### src/rtl/uart_tx_pkg.sv
package uart_tx_pkg;
  typedef enum logic [2:0] {
    TX_IDLE,
    TX_START,
    TX_DATA,
    TX_PAR,
    TX_STOP
  } tx_phase_e;
endpackage

### src/rtl/tx_rst_sync.sv
module tx_rst_sync (
  input  logic clk,
  input  logic rst_n_in,
  output logic rst_n_out
);
  logic [1:0] sync_q;

  always_ff @(posedge clk or negedge rst_n_in) begin
    if (!rst_n_in) sync_q <= 2'b00;
    else           sync_q <= {sync_q[0], 1'b1};
  end

  assign rst_n_out = sync_q[1];
endmodule

### src/rtl/tx_hold_reg.sv
module tx_hold_reg #(
  parameter int DATA_W = 8
) (
  input  logic              clk,
  input  logic              rst_n,
  input  logic              wr_en,
  input  logic [DATA_W-1:0] wr_data,
  input  logic              take,
  output logic [DATA_W-1:0] hold_data,
  output logic              hold_full
);
  logic [DATA_W-1:0] data_q, data_d;
  logic              full_q, full_d;

  always_comb begin
    data_d = data_q;
    full_d = full_q;
    if (take)  full_d = 1'b0;
    if (wr_en) begin
      data_d = wr_data;
      full_d = 1'b1;
    end
  end

  always_ff @(posedge clk or negedge rst_n) begin
    if (!rst_n) begin
      data_q <= '0;
      full_q <= 1'b0;
    end else begin
      full_q <= full_d;
      if (wr_en) data_q <= data_d;
    end
  end

  assign hold_data = data_q;
  assign hold_full = full_q;

  // the sequencer only moves a character that is really waiting
  assert_take_when_full_R2: assert property (@(posedge clk) disable iff (!rst_n)
    take |-> full_q);
endmodule

### src/rtl/tx_tick_timer.sv
module tx_tick_timer #(
  parameter int CNT_W = 5
) (
  input  logic             clk,
  input  logic             rst_n,
  input  logic             tick,
  input  logic             run,
  input  logic [CNT_W-1:0] limit,
  output logic             bit_end
);
  logic [CNT_W-1:0] cnt_q, cnt_d;

  assign bit_end = run && tick && (cnt_q >= limit);

  always_comb begin
    cnt_d = cnt_q;
    if (!run)         cnt_d = '0;
    else if (bit_end) cnt_d = '0;
    else if (tick)    cnt_d = cnt_q + 1'b1;
  end

  always_ff @(posedge clk or negedge rst_n) begin
    if (!rst_n) cnt_q <= '0;
    else        cnt_q <= cnt_d;
  end

  // bit time only advances on baud ticks
  assert_count_on_tick_R3: assert property (@(posedge clk) disable iff (!rst_n)
    (run && !tick) |=> $stable(cnt_q));
endmodule

### src/rtl/tx_frame_seq.sv
module tx_frame_seq
  import uart_tx_pkg::*;
#(
  parameter int DATA_W        = 8,
  parameter int TICKS_PER_BIT = 16,
  parameter int CNT_W         = 5,
  parameter int LEN_W         = 3
) (
  input  logic              clk,
  input  logic              rst_n,
  input  logic              tick,
  input  logic              bit_end,
  input  logic              hold_full,
  input  logic [DATA_W-1:0] hold_data,
  input  logic [1:0]        len_sel,
  input  logic              par_en,
  input  logic              par_even,
  input  logic              stop_sel,
  output logic              take,
  output logic              run,
  output logic [CNT_W-1:0]  limit,
  output logic              line
);
  localparam logic [CNT_W-1:0] LIM_ONE  = CNT_W'(TICKS_PER_BIT - 1);
  localparam logic [CNT_W-1:0] LIM_HALF = CNT_W'(TICKS_PER_BIT + TICKS_PER_BIT/2 - 1);
  localparam logic [CNT_W-1:0] LIM_TWO  = CNT_W'(2*TICKS_PER_BIT - 1);
  localparam logic [LEN_W:0]   CHAR_MIN = (LEN_W+1)'(DATA_W - 3);

  tx_phase_e         state_q, state_d;
  logic [DATA_W-1:0] sh_q, sh_d;
  logic [LEN_W-1:0]  idx_q, idx_d;
  logic              par_q, par_d;
  logic              line_q, line_d;

  logic [LEN_W:0]    char_len;
  logic [LEN_W-1:0]  last_idx;
  logic [DATA_W-1:0] masked;
  logic              par_calc;
  logic              load;

  assign char_len = CHAR_MIN + (LEN_W+1)'(len_sel);
  assign last_idx = LEN_W'(char_len - 1'b1);

  always_comb begin
    for (int i = 0; i < DATA_W; i++)
      masked[i] = hold_data[i] & (i < int'(char_len));
  end
  assign par_calc = (^masked) ^ ~par_even;

  always_comb begin
    limit = LIM_ONE;
    if (state_q == TX_STOP && stop_sel)
      limit = (len_sel == 2'd0) ? LIM_HALF : LIM_TWO;
  end

  assign run  = (state_q != TX_IDLE);
  assign load = hold_full && (((state_q == TX_IDLE) && tick) ||
                              ((state_q == TX_STOP) && bit_end));
  assign take = load;

  always_comb begin
    state_d = state_q;
    sh_d    = sh_q;
    idx_d   = idx_q;
    par_d   = par_q;
    line_d  = line_q;
    unique case (state_q)
      TX_IDLE: line_d = 1'b1;
      TX_START: if (bit_end) begin
        state_d = TX_DATA;
        line_d  = sh_q[0];
        sh_d    = sh_q >> 1;
        idx_d   = '0;
      end
      TX_DATA: if (bit_end) begin
        if (idx_q == last_idx) begin
          state_d = par_en ? TX_PAR : TX_STOP;
          line_d  = par_en ? par_q : 1'b1;
        end else begin
          idx_d  = idx_q + 1'b1;
          line_d = sh_q[0];
          sh_d   = sh_q >> 1;
        end
      end
      TX_PAR: if (bit_end) begin
        state_d = TX_STOP;
        line_d  = 1'b1;
      end
      TX_STOP: if (bit_end) begin
        state_d = TX_IDLE;
        line_d  = 1'b1;
      end
      default: begin
        state_d = TX_IDLE;
        line_d  = 1'b1;
      end
    endcase
    if (load) begin
      state_d = TX_START;
      sh_d    = masked;
      par_d   = par_calc;
      line_d  = 1'b0;
    end
  end

  always_ff @(posedge clk or negedge rst_n) begin
    if (!rst_n) begin
      state_q <= TX_IDLE;
      sh_q    <= '0;
      idx_q   <= '0;
      par_q   <= 1'b0;
      line_q  <= 1'b1;
    end else begin
      state_q <= state_d;
      sh_q    <= sh_d;
      idx_q   <= idx_d;
      par_q   <= par_d;
      line_q  <= line_d;
    end
  end

  assign line = line_q;

  assert_start_low_R3: assert property (@(posedge clk) disable iff (!rst_n)
    (state_q == TX_START) |-> !line_q);
  assert_idle_high_R10: assert property (@(posedge clk) disable iff (!rst_n)
    (state_q == TX_IDLE) |-> line_q);
  assert_index_in_length_R4: assert property (@(posedge clk) disable iff (!rst_n)
    (state_q == TX_DATA) |-> ({1'b0, idx_q} < char_len));
endmodule

### src/rtl/uart_tx_serializer.sv
module uart_tx_serializer #(
  parameter int DATA_W        = 8,
  parameter int TICKS_PER_BIT = 16
) (
  input  logic              clk,
  input  logic              rst_n,
  input  logic              baud_tick,
  input  logic              wr_en,
  input  logic [DATA_W-1:0] wr_data,
  input  logic [1:0]        len_sel,
  input  logic              par_en,
  input  logic              par_even,
  input  logic              stop_sel,
  input  logic              brk_force,
  output logic              txd,
  output logic              hold_empty,
  output logic              tx_empty
);
  localparam int CNT_W = $clog2(2*TICKS_PER_BIT);
  localparam int LEN_W = $clog2(DATA_W);

  logic              rst_q;
  logic              take, run, bit_end, line, hold_full;
  logic [DATA_W-1:0] hold_data;
  logic [CNT_W-1:0]  limit;

  tx_rst_sync u_rst (
    .clk(clk), .rst_n_in(rst_n), .rst_n_out(rst_q)
  );

  tx_hold_reg #(.DATA_W(DATA_W)) u_hold (
    .clk(clk), .rst_n(rst_q), .wr_en(wr_en), .wr_data(wr_data),
    .take(take), .hold_data(hold_data), .hold_full(hold_full)
  );

  tx_tick_timer #(.CNT_W(CNT_W)) u_timer (
    .clk(clk), .rst_n(rst_q), .tick(baud_tick), .run(run),
    .limit(limit), .bit_end(bit_end)
  );

  tx_frame_seq #(
    .DATA_W(DATA_W), .TICKS_PER_BIT(TICKS_PER_BIT),
    .CNT_W(CNT_W), .LEN_W(LEN_W)
  ) u_seq (
    .clk(clk), .rst_n(rst_q), .tick(baud_tick), .bit_end(bit_end),
    .hold_full(hold_full), .hold_data(hold_data), .len_sel(len_sel),
    .par_en(par_en), .par_even(par_even), .stop_sel(stop_sel),
    .take(take), .run(run), .limit(limit), .line(line)
  );

  assign txd        = brk_force ? 1'b0 : line;
  assign hold_empty = !hold_full;
  assign tx_empty   = !run && !hold_full;

  // character leaves the holding register only on a baud tick
  assert_load_on_tick_R2: assert property (@(posedge clk) disable iff (!rst_q)
    $rose(hold_empty) |-> $past(baud_tick));
  // transmitter goes empty only at the tick that closes a stop field
  assert_empty_at_tick_R8: assert property (@(posedge clk) disable iff (!rst_q)
    $rose(tx_empty) |-> $past(baud_tick));
endmodule

### config.mk
export PLATFORM = sky130hd
export DESIGN_NAME = uart_tx_serializer
export DESIGN_NICKNAME = d
export VERILOG_FILES = /design/src/rtl/uart_tx_pkg.sv /design/src/rtl/tx_rst_sync.sv /design/src/rtl/tx_hold_reg.sv /design/src/rtl/tx_tick_timer.sv /design/src/rtl/tx_frame_seq.sv /design/src/rtl/uart_tx_serializer.sv
export SDC_FILE = /design/constraint.sdc
export NUM_CORES = 1
export LEC_CHECK = 0
export ABC_CLOCK_PERIOD_IN_PS = 1620
export BUFFER_PORTS_ARGS = -buffer_cell sky130_fd_sc_hd__buf_2
export CAP_MARGIN = 20
export CELL_PAD_IN_SITES_DETAIL_PLACEMENT = 2
export CELL_PAD_IN_SITES_GLOBAL_PLACEMENT = 2
export CORE_ASPECT_RATIO = 1.4
export CORE_MARGIN = 2
export CORE_UTILIZATION = 25
export CTS_BUF_LIST = sky130_fd_sc_hd__clkbuf_4 sky130_fd_sc_hd__clkbuf_8
export CTS_CLUSTER_SIZE = 40
export DETAILED_ROUTE_END_ITERATION = 16
export PLACE_DENSITY = 0.59
export REMOVE_ABC_BUFFERS = 1
export SYNTH_ARGS = -nofsm -noshare
export SYNTH_HDL_FRONTEND = slang
export SYNTH_HIERARCHICAL = 1
export SYNTH_SLANG_ARGS = --single-unit
### constraint.sdc
create_clock -name clk -period 1.62 [get_ports clk]
set_clock_uncertainty 0.05 [all_clocks]
set_input_delay 0.324 -clock clk [delete_from_list [all_inputs] [get_ports clk]]
set_output_delay 0.324 -clock clk [all_outputs]
set_load 0.02 [all_outputs]
---- Word level (Yosys, flattened, before mapping) ----
Cells that the tools add are included.
storage, ports and cells
  bits in registers ....................... 32
  input bits .............................. 18
  word-level logic and storage cells ...... 102
  output and inout bits ................... 3
operators by class
  equal/unequal tests ..................... 17
  muxes and demuxes ....................... 31
  bitwise logic cells ..................... 10
  magnitude comparators ................... 9
  add/subtract/negate cells ............... 4
  reductions and logical operators ........ 22
operator list
  operator                                                                  number
  8-bit two-way mux                                                         4
  3-bit two-way mux                                                         9
  5-bit two-way mux                                                         4
  3-bit by 2-bit inequality test with 1-bit output (second input constant)  6
  3-bit by 4-bit < comparator with 1-bit output (first input constant)      4
  8-bit one-hot mux with 2 select lines                                     1
  3-bit one-hot mux with 5 select lines                                     1
  1-bit two-way mux                                                         9
  1-bit bitwise AND                                                         8
  1-bit by 4-bit < comparator with 1-bit output (first input constant)      2
  2-bit by 4-bit < comparator with 1-bit output (first input constant)      2
  4-bit AND reduction                                                       2
  8-bit parity                                                              1
  1-bit logical AND                                                         7
  3-bit by 2-bit equality test with 1-bit output (second input constant)    2
  3-bit one-hot mux with 2 select lines                                     1
  6-bit AND reduction                                                       1
  3-bit nonzero test                                                        2
  5-bit by 1-bit adder with 5-bit output (second input constant)            1
  5-bit greater-or-equal comparator                                         1
  3-bit by 2-bit adder with 4-bit output (first input constant)             1
  4-bit two-way mux                                                         1
  2-bit by 1-bit inequality test with 1-bit output (second input constant)  2
  2-bit inequality test (second input constant)                             2
  17 further kinds                                                          19

---- Longest topological paths before layout ----
Gate-level depths: netlist of the first run.
  depth in word-level cells ............... 10
  depth in mapped cells ................... 17
  depth with buffers taken out ............ 13

---- Modules after synthesis ----
Netlist of the first run, hierarchy kept.
modules (own cells, without submodules)
  module              seq. area each (um^2)  instances  area each (um^2)  cells each
  tx_frame_seq        401.6                  1          1,260.0           146
  tx_hold_reg         225.2                  1          369.1             20
  tx_tick_timer       125.1                  1          366.6             41
  tx_rst_sync         50.0                   1          53.8              3
  uart_tx_serializer  0.0                    1          21.3              3

---- Worst setup path after synthesis of the first run ----
No wires, ideal clock.
  path kind ............................... reg2reg
  start point ............................. reg u_seq.state_q[0]
  end point ............................... reg u_seq.line_q, in the netlist u_seq/line
  setup time .............................. 0.079 ns
  data required time ...................... 1.491 ns
  setup slack ............................. -1.448 ns
  stages on the path, launching flop included .. 16
  path buffers ............................ 4
  clock period less this slack ............ 3.068 ns
  arrival time ............................ 2.939 ns
  cell sequence ........................... dfrtp_1 > clkbuf_1 > clkbuf_1 > nor2_1 > and3_1 > inv_1 > ha_1 > a21o_1 > a31oi_1 > nor2_1 > buf_2 > mux2_2 > nand2_1 > clkbuf_1 > o311ai_0 > o21ai_0
on the way
  longest elaborated chain between the ends .. 10
  elaborated cells between the ends (all ways) .. 22
  classes of those cells .................. order compare: 1; eq/ne: 7; mux: 3; reduce/logical: 11
RTL lines
  element                                                                                                                                line                      source
  start, declared                                                                                                                        tx_frame_seq.sv:29        tx_phase_e state_q, state_d;
  start signal, assigned                                                                                                                 tx_frame_seq.sv:114       state_q <= state_d;
  3-bit equality test *                                                                                                                  tx_frame_seq.sv:52        if (state_q == TX_STOP && stop_sel)
  1-bit logical AND *                                                                                                                    tx_frame_seq.sv:52
  5-bit two-way mux *                                                                                                                    tx_frame_seq.sv:52
  via limit[4]                                                                                                                           uart_tx_serializer.sv:25  logic [CNT_W-1:0] limit;
  5-bit greater-or-equal comparator *                                                                                                    tx_tick_timer.sv:13       assign bit_end = run && tick && (cnt_q >= limit);
  1-bit logical AND *                                                                                                                    tx_tick_timer.sv:13
  via bit_end                                                                                                                            uart_tx_serializer.sv:23  logic take, run, bit_end, line, hold_full;
  1-bit logical AND                                                                                                                      tx_frame_seq.sv:58        ((state_q == TX_STOP) && bit_end));
  1-bit logical OR                                                                                                                       tx_frame_seq.sv:57        assign load = hold_full && (((state_q == TX_IDLE) && tick) ||
  1-bit logical AND                                                                                                                      tx_frame_seq.sv:57
  3-bit by 1-bit inequality test with 1-bit output (no line) / 3-bit by 2-bit inequality test with 1-bit output (equally long branches)  --
  3-bit AND reduction (no line)                                                                                                          --
  end signal, assigned                                                                                                                   tx_frame_seq.sv:118       line_q <= line_d;
  end, declared                                                                                                                          tx_frame_seq.sv:33        logic line_q, line_d;
Mark *: on every way through the listed nets, which the timed path passes. The rest lies on a longest branch.
A chain may end at the register's enable or synchronous reset.

---- Worst setup path in the final report of the first run ----
  start point ............................. reg u_seq.state_q[1]
  end point ............................... reg u_timer.cnt_q[1]
on the way
  longest elaborated chain between the ends .. 7
  elaborated cells between the ends (all ways) .. 10
  classes of those cells .................. order compare: 1; eq/ne: 2; mux: 3; reduce/logical: 4
RTL lines
  element                              line                      source
  3-bit equality test *                tx_frame_seq.sv:52
  1-bit logical AND *                  tx_frame_seq.sv:52
  5-bit two-way mux *                  tx_frame_seq.sv:52
  via limit[4]                         uart_tx_serializer.sv:25
  5-bit greater-or-equal comparator *  tx_tick_timer.sv:13
  1-bit logical AND *                  tx_tick_timer.sv:13
  5-bit two-way mux                    tx_tick_timer.sv:18       else if (bit_end) cnt_d = '0;
  5-bit two-way mux                    tx_tick_timer.sv:17       if (!run) cnt_d = '0;
  end signal, assigned                 tx_tick_timer.sv:24       else cnt_q <= cnt_d;
  end, declared                        tx_tick_timer.sv:11       logic [CNT_W-1:0] cnt_q, cnt_d;
Marks and branches as above.

==> flow_summary.ini, run 1 <==
[cts]
cts_sinks = 32
cts_buffer_depth = 2
clk_pin_slew_worst_paths_ns = 0.07
htree_levels = 2
cts_buffers = 5
cts_root_buffer = clkbuf_8
cts_tree = yes
clock_latency_ns = 0.29

[timing]
max_slew_margin_pct = 53.48
setup_ws_ns = -0.8841
min_period_ns = 2.504
grt_setup_unrepaired = true
max_freq_ghz = 0.3993
setup_viol = 23
min_period_over_period_pct = 154.6
slew_viol_final = 0
tightest_slew_ns = 0.6963
final-hold-violation-count = 0

[setup_path]
crit_buf_inv = 9
cp_slowest_cell = dfrtp_1
cp_cell_sequence = nor2_2 > and3_4 > inv_2 > ha_4 > a21o_1 > a31oi_4 > buf_4 > buf_6 > buf_6 > buf_6 > buf_6 > buf_6 > buf_6 > buf_6 > a22o_1
critPathCaptureType = flip-flop
critPathMostFrequentCell = buf_6
critPathMaxStageDelay_ns = 0.40
start_kind = flip-flop
path_class = flip-flop to flip-flop
critPathTopFamily = buffers and inverters
arrival_ns = 2.64
critPathRequiredTime_ns = 1.75
crit_fanout = 2

[logic_synthesis]
synth_seq_cells = 32
yosysMostFrequentCell = dfrtp_1
synth_edf_count = 0
post_synth_instance_area_um2 = 2071
synthArstFlopShare_pct = 100.0
synth-seq-area-share_pct = 38.73
ys_types = 52
netlist_top_cells_count = dfrtp_1, nor2_1, inv_1, nand2_1
synth_area_per_cell_um2 = 9.722
synth_ff_type = dfrtp_1
synth.area.top_cells = dfrtp_1, mux2_4, ha_1
synth_top_area_share_pct = 37.46
ys_warn_count = 6
yosys.area.top_type = dfrtp_1
syn_inst = 213

[pwr]
swShare_pct = 36.79
power_switching_w = 0.001705
irDropWorstVdd_mv = 0.4848
clkPwrFrac_pct = 17.1
p_leak_nw = 1.417
pwr-share-seq_pct = 26.5
power_frac_comb_pct = 56.4
power_density_nw_per_um2 = 1472
p_int_w = 0.002930

[floorplan]
dieArea_um2 = 9038
start_util_pct = 25.56
core_area_um2 = 8100
rows = 39
chipWidth_um = 80.92
io_pins = 21
die_h_um = 111.7

[grt]
grt-ovfl-total = 0
gr-usage-met1_pct = 17.55
track_usage_pct = 16.00
grt_pass1_wl_mm = 11.03
grt_pass1_vias = 2129
grt_busiest_layer = met2
antenna_found_initial = 0
use_met3_pct = 2.674
grt_max_degree = 21
grtUsageMet2_pct = 30.36

[placement]
placedCellCount = 356
gp_congestion = 0.7803
dp_hpwl_mm = 4.357
placed_cell_area_um2 = 2530
portBuffers = 20

[routing]
via_per_inst = 4.930
drt_wl_total_mm = 6.709
ant_nets = 0
drt_iter0_drc = 26
vias = 1903
dr.pass1.iters = 4
post-route-drc-count = 0
wl_per_cell_um = 17.38

[outcome]
status = finished with violations
violations = setup timing

[final_layout]
fin_area_um2 = 3149
antenna_cells = 0
final_cells = 386
layout.nets = 308
layout-drive-gt1-share_pct = 46.83
syn2layout_area_growth_pct = 52.08

[min_path]
hold_path.class = flip-flop to async pin

[run]
cap_violations = 0
power by group through the flow:
stage	combinational, W	sequential [W]	clock [W]
after detailed placement	0.00182	0.00123	0
after CTS	0.00242	0.00123	0.000818
final	0.00261	0.00123	0.000790
after floorplan	0.00101	0.00126	0
after global placement	0.00177	0.00122	0
after global routing	0.00286	0.00126	0.000859
sequential cells by signal, indices dropped and copies added (netlist names):
register          count
u_hold/hold_data      8
u_seq/sh_q            8
u_timer/cnt_q         5
u_seq/idx_q           3
u_seq/state_q         3
u_rst/sync_q          2
u_hold/hold_full      1
u_seq/line            1
u_seq/par_q           1
path summary, 6_finish.rpt:
path	startpoint	end	slack, ns	cells past startpoint
setup / recovery	u_seq/state_q[1]$_DFFE_PN0P_	u_timer/cnt_q[1]$_DFFE_PN0P_	-0.88	15
hold / removal	u_rst/sync_q[1]$_DFF_PN0_	u_seq/idx_q[2]$_DFFE_PN0P_	0.20	0
setup reg to reg	u_seq/state_q[1]$_DFFE_PN0P_	u_timer/cnt_q[1]$_DFFE_PN0P_	-0.88	15
hold reg to reg	u_rst/sync_q[1]$_DFF_PN0_	u_seq/idx_q[2]$_DFFE_PN0P_	0.20	0
max in group asynchronous	u_rst/sync_q[1]$_DFF_PN0_	u_hold/hold_data[2]$_DFFE_PN0P_	0.79	1
min in group clk	wr_data[4]	u_hold/hold_data[4]$_DFFE_PN0P_	0.21	2
per-stage QoR:
stage / setup TNS [ns] / utilization [%] / hold WS, ns / worst slack (ns) / power, W
floorplan: -25.04 / - / -0.02159 / -1.559 / 0.002272
global placement: -14.53 / 31.23 / 0.05979 / -0.8915 / 0.002987
detailed placement: -17.33 / 31.23 / 0.06129 / -1.038 / 0.003053
CTS: -13.79 / 37.69 / 0.1976 / -0.7936 / 0.004462
global route: -18.03 / 38.88 / 0.1906 / -1.027 / 0.004980
finish: -15.25 / 38.88 / 0.2025 / -0.8841 / 0.004635
per-layer routing:
layer,up-vias,share of wire [%]
met2,22,57
met1,975,40
li1,899,-
met3,7,2.0
met5,-,0
met4,0,1.4
kinds of logic (layout without fill, tap and decap cells):
logic type | Yosys count | after routing | synth area share, %
AND/OR/NAND/NOR | 58 | 58 | 14.02
buffers and inverters | 29 | 98 | 6.284
XOR/XNOR | 11 | 11 | 5.317
adder cells (fa/ha/maj) | 7 | 7 | 4.229
multiplexers | 18 | 18 | 10.76
AO/OA/AOI/OAI | 56 | 56 | 20.30
flip-flops | 32 | 32 | 38.73
other | 2 | 4 | 0.3627
repair_timing:
action	CTS	global route
hold buffers	1	0
endpoints found under the hold margin	2	0
setup buffers	17	5
resized for setup	59	16
pin swaps	24	16
setup endpoints to repair	23	23
cloned	3	0
cells in the final DEF (no fill, tap or decap), types with 4 or more instances in the layout:
cell      synthesis  layout
nand3_1           8       7
buf_12            0       5
xnor2_1           7       7
clkbuf_8          0       5
inv_1            15      11
buf_6             1      17
o22ai_1           6       4
mux2i_1           8       7
mux2_4            8       9
o22a_1            6       6
dfrtp_1          31      31
conb_1            2       4
ha_1              7       6
buf_2             2      19
nand2_1          13       9
buf_4             3      30
a221oi_2          0       5
o21ai_1           4       7
nor2_1           17      12
nand2b_1          7       7
layout make-up:
type / count / area (um2)
tap: 102 / 127.6
inverter: 15 / 58.81
sequential: 32 / 802.0
fill: 888 / 4951
multi-input combinational: 154 / 1340
timing repair buffer: 75 / 709.4
clock inverter: 3 / 42.54
clock buffer: 5 / 68.82
No activity file was read; power rests on OpenSTA's default activity.
==> run 2: changes to the inputs <==
--- a/config.mk
+++ b/config.mk
@@ -12,11 +12,11 @@
 export CELL_PAD_IN_SITES_GLOBAL_PLACEMENT = 2
 export CORE_ASPECT_RATIO = 1.4
 export CORE_MARGIN = 2
-export CORE_UTILIZATION = 25
+export CORE_UTILIZATION = 35
 export CTS_BUF_LIST = sky130_fd_sc_hd__clkbuf_4 sky130_fd_sc_hd__clkbuf_8
 export CTS_CLUSTER_SIZE = 40
 export DETAILED_ROUTE_END_ITERATION = 16
-export PLACE_DENSITY = 0.59
+export PLACE_DENSITY = 0.77
 export REMOVE_ABC_BUFFERS = 1
 export SYNTH_ARGS = -nofsm -noshare
 export SYNTH_HDL_FRONTEND = slang
==> flow_summary.ini, run 2 (synthesized netlist as in run 1, its figures left out) <==
[floorplan]
rows = 33
start_util_pct = 35.82
io_pins = 21
dieArea_um2 = 6556
core_area_um2 = 5781
chipWidth_um = 69.01
die_h_um = 95.01

[placement]
portBuffers = 20
placedCellCount = 323
gp_congestion = 0.7947
dp_hpwl_mm = 4.220

[final_layout]
syn2layout_area_growth_pct = 44.71
layout.nets = 310
final_cells = 356
mostFrequentLayoutCells = buf_4, dfrtp_1, buf_2
antenna_cells = 0
layout_commonest_cell = buf_4
layout-drive-gt1-share_pct = 45.45

[min_path]
hold_path.class = input pin to flip-flop
hold_path.startpoint = wr_data[4]

[cts]
clock_latency_ns = 0.30
cts_buffer_depth = 2
clk_pin_slew_worst_paths_ns = 0.07
htree_levels = 2
cts_buffers = 5
cts_sinks = 32
cts_tree = yes
cts_root_buffer = clkbuf_8

[timing]
final-hold-violation-count = 0
slew_viol_final = 0
min_period_over_period_pct = 165.6
max_freq_ghz = 0.3726
setup_viol = 23
max_slew_margin_pct = 43.51
min_period_ns = 2.684
tightest_slew_ns = 0.8456
grt_setup_unrepaired = true
setup_ws_ns = -1.064

[grt]
track_usage_pct = 22.36
grt_pass1_wl_mm = 11.34
grt_max_degree = 31
grt_pass1_vias = 2157
grt-ovfl-total = 0
antenna_found_initial = 0

[routing]
via_per_inst = 5.438
drt_iter0_drc = 62
drt_wl_total_mm = 7.450
vias = 1936
dr.pass1.iters = 4
ant_nets = 0
wl_per_cell_um = 20.93
post-route-drc-count = 0

[setup_path]
crit_fanout = 3
start_kind = flip-flop
critPathRequiredTime_ns = 1.76
path_class = flip-flop to flip-flop
worstSetupStartpoint = u_seq/state_q[1]$_DFFE_PN0P_
critPathCaptureType = flip-flop
timing.rr.start = u_seq/state_q[1]$_DFFE_PN0P_
arrival_ns = 2.83

[outcome]
status = finished with violations
violations = setup timing

[run]
cap_violations = 0

[pwr]
fin_total_pwr_w = 0.004367
p_leak_nw = 1.374
power_density_nw_per_um2 = 1457
irDropWorstVdd_mv = 0.5876
run 2: cell count changes in the layout (fill, tap and decap cells not counted), moves of 2 or more:
| cell | change |
|---|---|
| buf_4 | +13 |
| buf_6 | -8 |
| buf_12 | -2 |
| nand2_1 | +2 |
| o21ai_0 | +2 |
| o21ai_2 | -2 |
run 2: through the flow:
step / hold WS (ns) / util, % / setup TNS (ns) / setup slack, ns / area (um2)
2_1_floorplan: -0.02159 / - / -25.04 / -1.559 / 2004
3_3_place_gp: 0.05889 / 42.51 / -18.78 / -1.257 / 2457
3_5_place_dp: 0.06351 / 42.51 / -22.22 / -1.470 / 2457
4_1_cts: 0.2093 / 48.96 / -15.46 / -0.9224 / 2830
5_1_grt: 0.2024 / 51.84 / -20.11 / -1.136 / 2997
6_report: 0.2052 / 51.84 / -18.04 / -1.064 / 2997
run 2: worst max-delay path, stage by stage (launching register included):
cell and delay [ns]:
dfrtp_1 0.41, nor2_2 0.15, and3_4 0.21, inv_2 0.05
ha_4 0.21, a21o_1 0.21, a31oi_4 0.20, nor2_4 0.06
buf_6 0.12, buf_6 0.11, nand3b_1 0.12, buf_4 0.14
o22a_1 0.15, o22ai_1 0.09, a221oi_2 0.28
run 2: final timing paths:
| path | endpoint | slack [ns] | cells past startpoint |
|---|---|---|---|
| max | u_seq/sh_q[0]$_DFFE_PN0P_ | -1.06 | 14 |
| min | u_hold/hold_data[4]$_DFFE_PN0P_ | 0.21 | 2 |
| max reg2reg | u_seq/sh_q[0]$_DFFE_PN0P_ | -1.06 | 14 |
| min reg2reg | u_seq/idx_q[1]$_DFFE_PN0P_ | 0.23 | 1 |
| max in group asynchronous | u_seq/line$_DFFE_PN1P_ | 0.97 | 1 |
| min in group asynchronous | u_seq/idx_q[1]$_DFFE_PN0P_ | 0.23 | 1 |
run 2: power breakdown:
group	internal (W)	switching [W]
clock	0.000362	0.000327
sequential	0.00102	0.000222
combinational	0.00127	0.00117
total	0.00265	0.00172
run 2: area by class of cell:
type	instances	area [um2]
Clock buffer	7	90.09
Clock inverter	1	7.507
Fill cell	600	2784
Inverter	15	61.31
Multi-Input combinational cell	154	1316
Sequential cell	32	802.0
Tap cell	70	87.58
Timing Repair Buffer	77	631.9
run 2: timing repair:
action / 4_1_cts / 5_1_grt
gates cloned: 1 / 0
pin swaps: 24 / 11
resized for setup: 37 / 21
hold endpoints to repair: 2 / 0
hold buffers: 1 / 0
endpoints found under the setup margin: 23 / 23
setup buffers: 17 / 9
run 2: routing by layer:
metal / up-vias / part of all wire [%] / track usage, % / wire (um)
met5: - / 0 / 0 / 0
met4: 0 / 2.8 / 7.843 / 206
met3: 16 / 2.1 / 3.700 / 160
met2: 34 / 58 / 44.71 / 4323
met1: 985 / 37 / 23.34 / 2760
li1: 901 / - / - / -
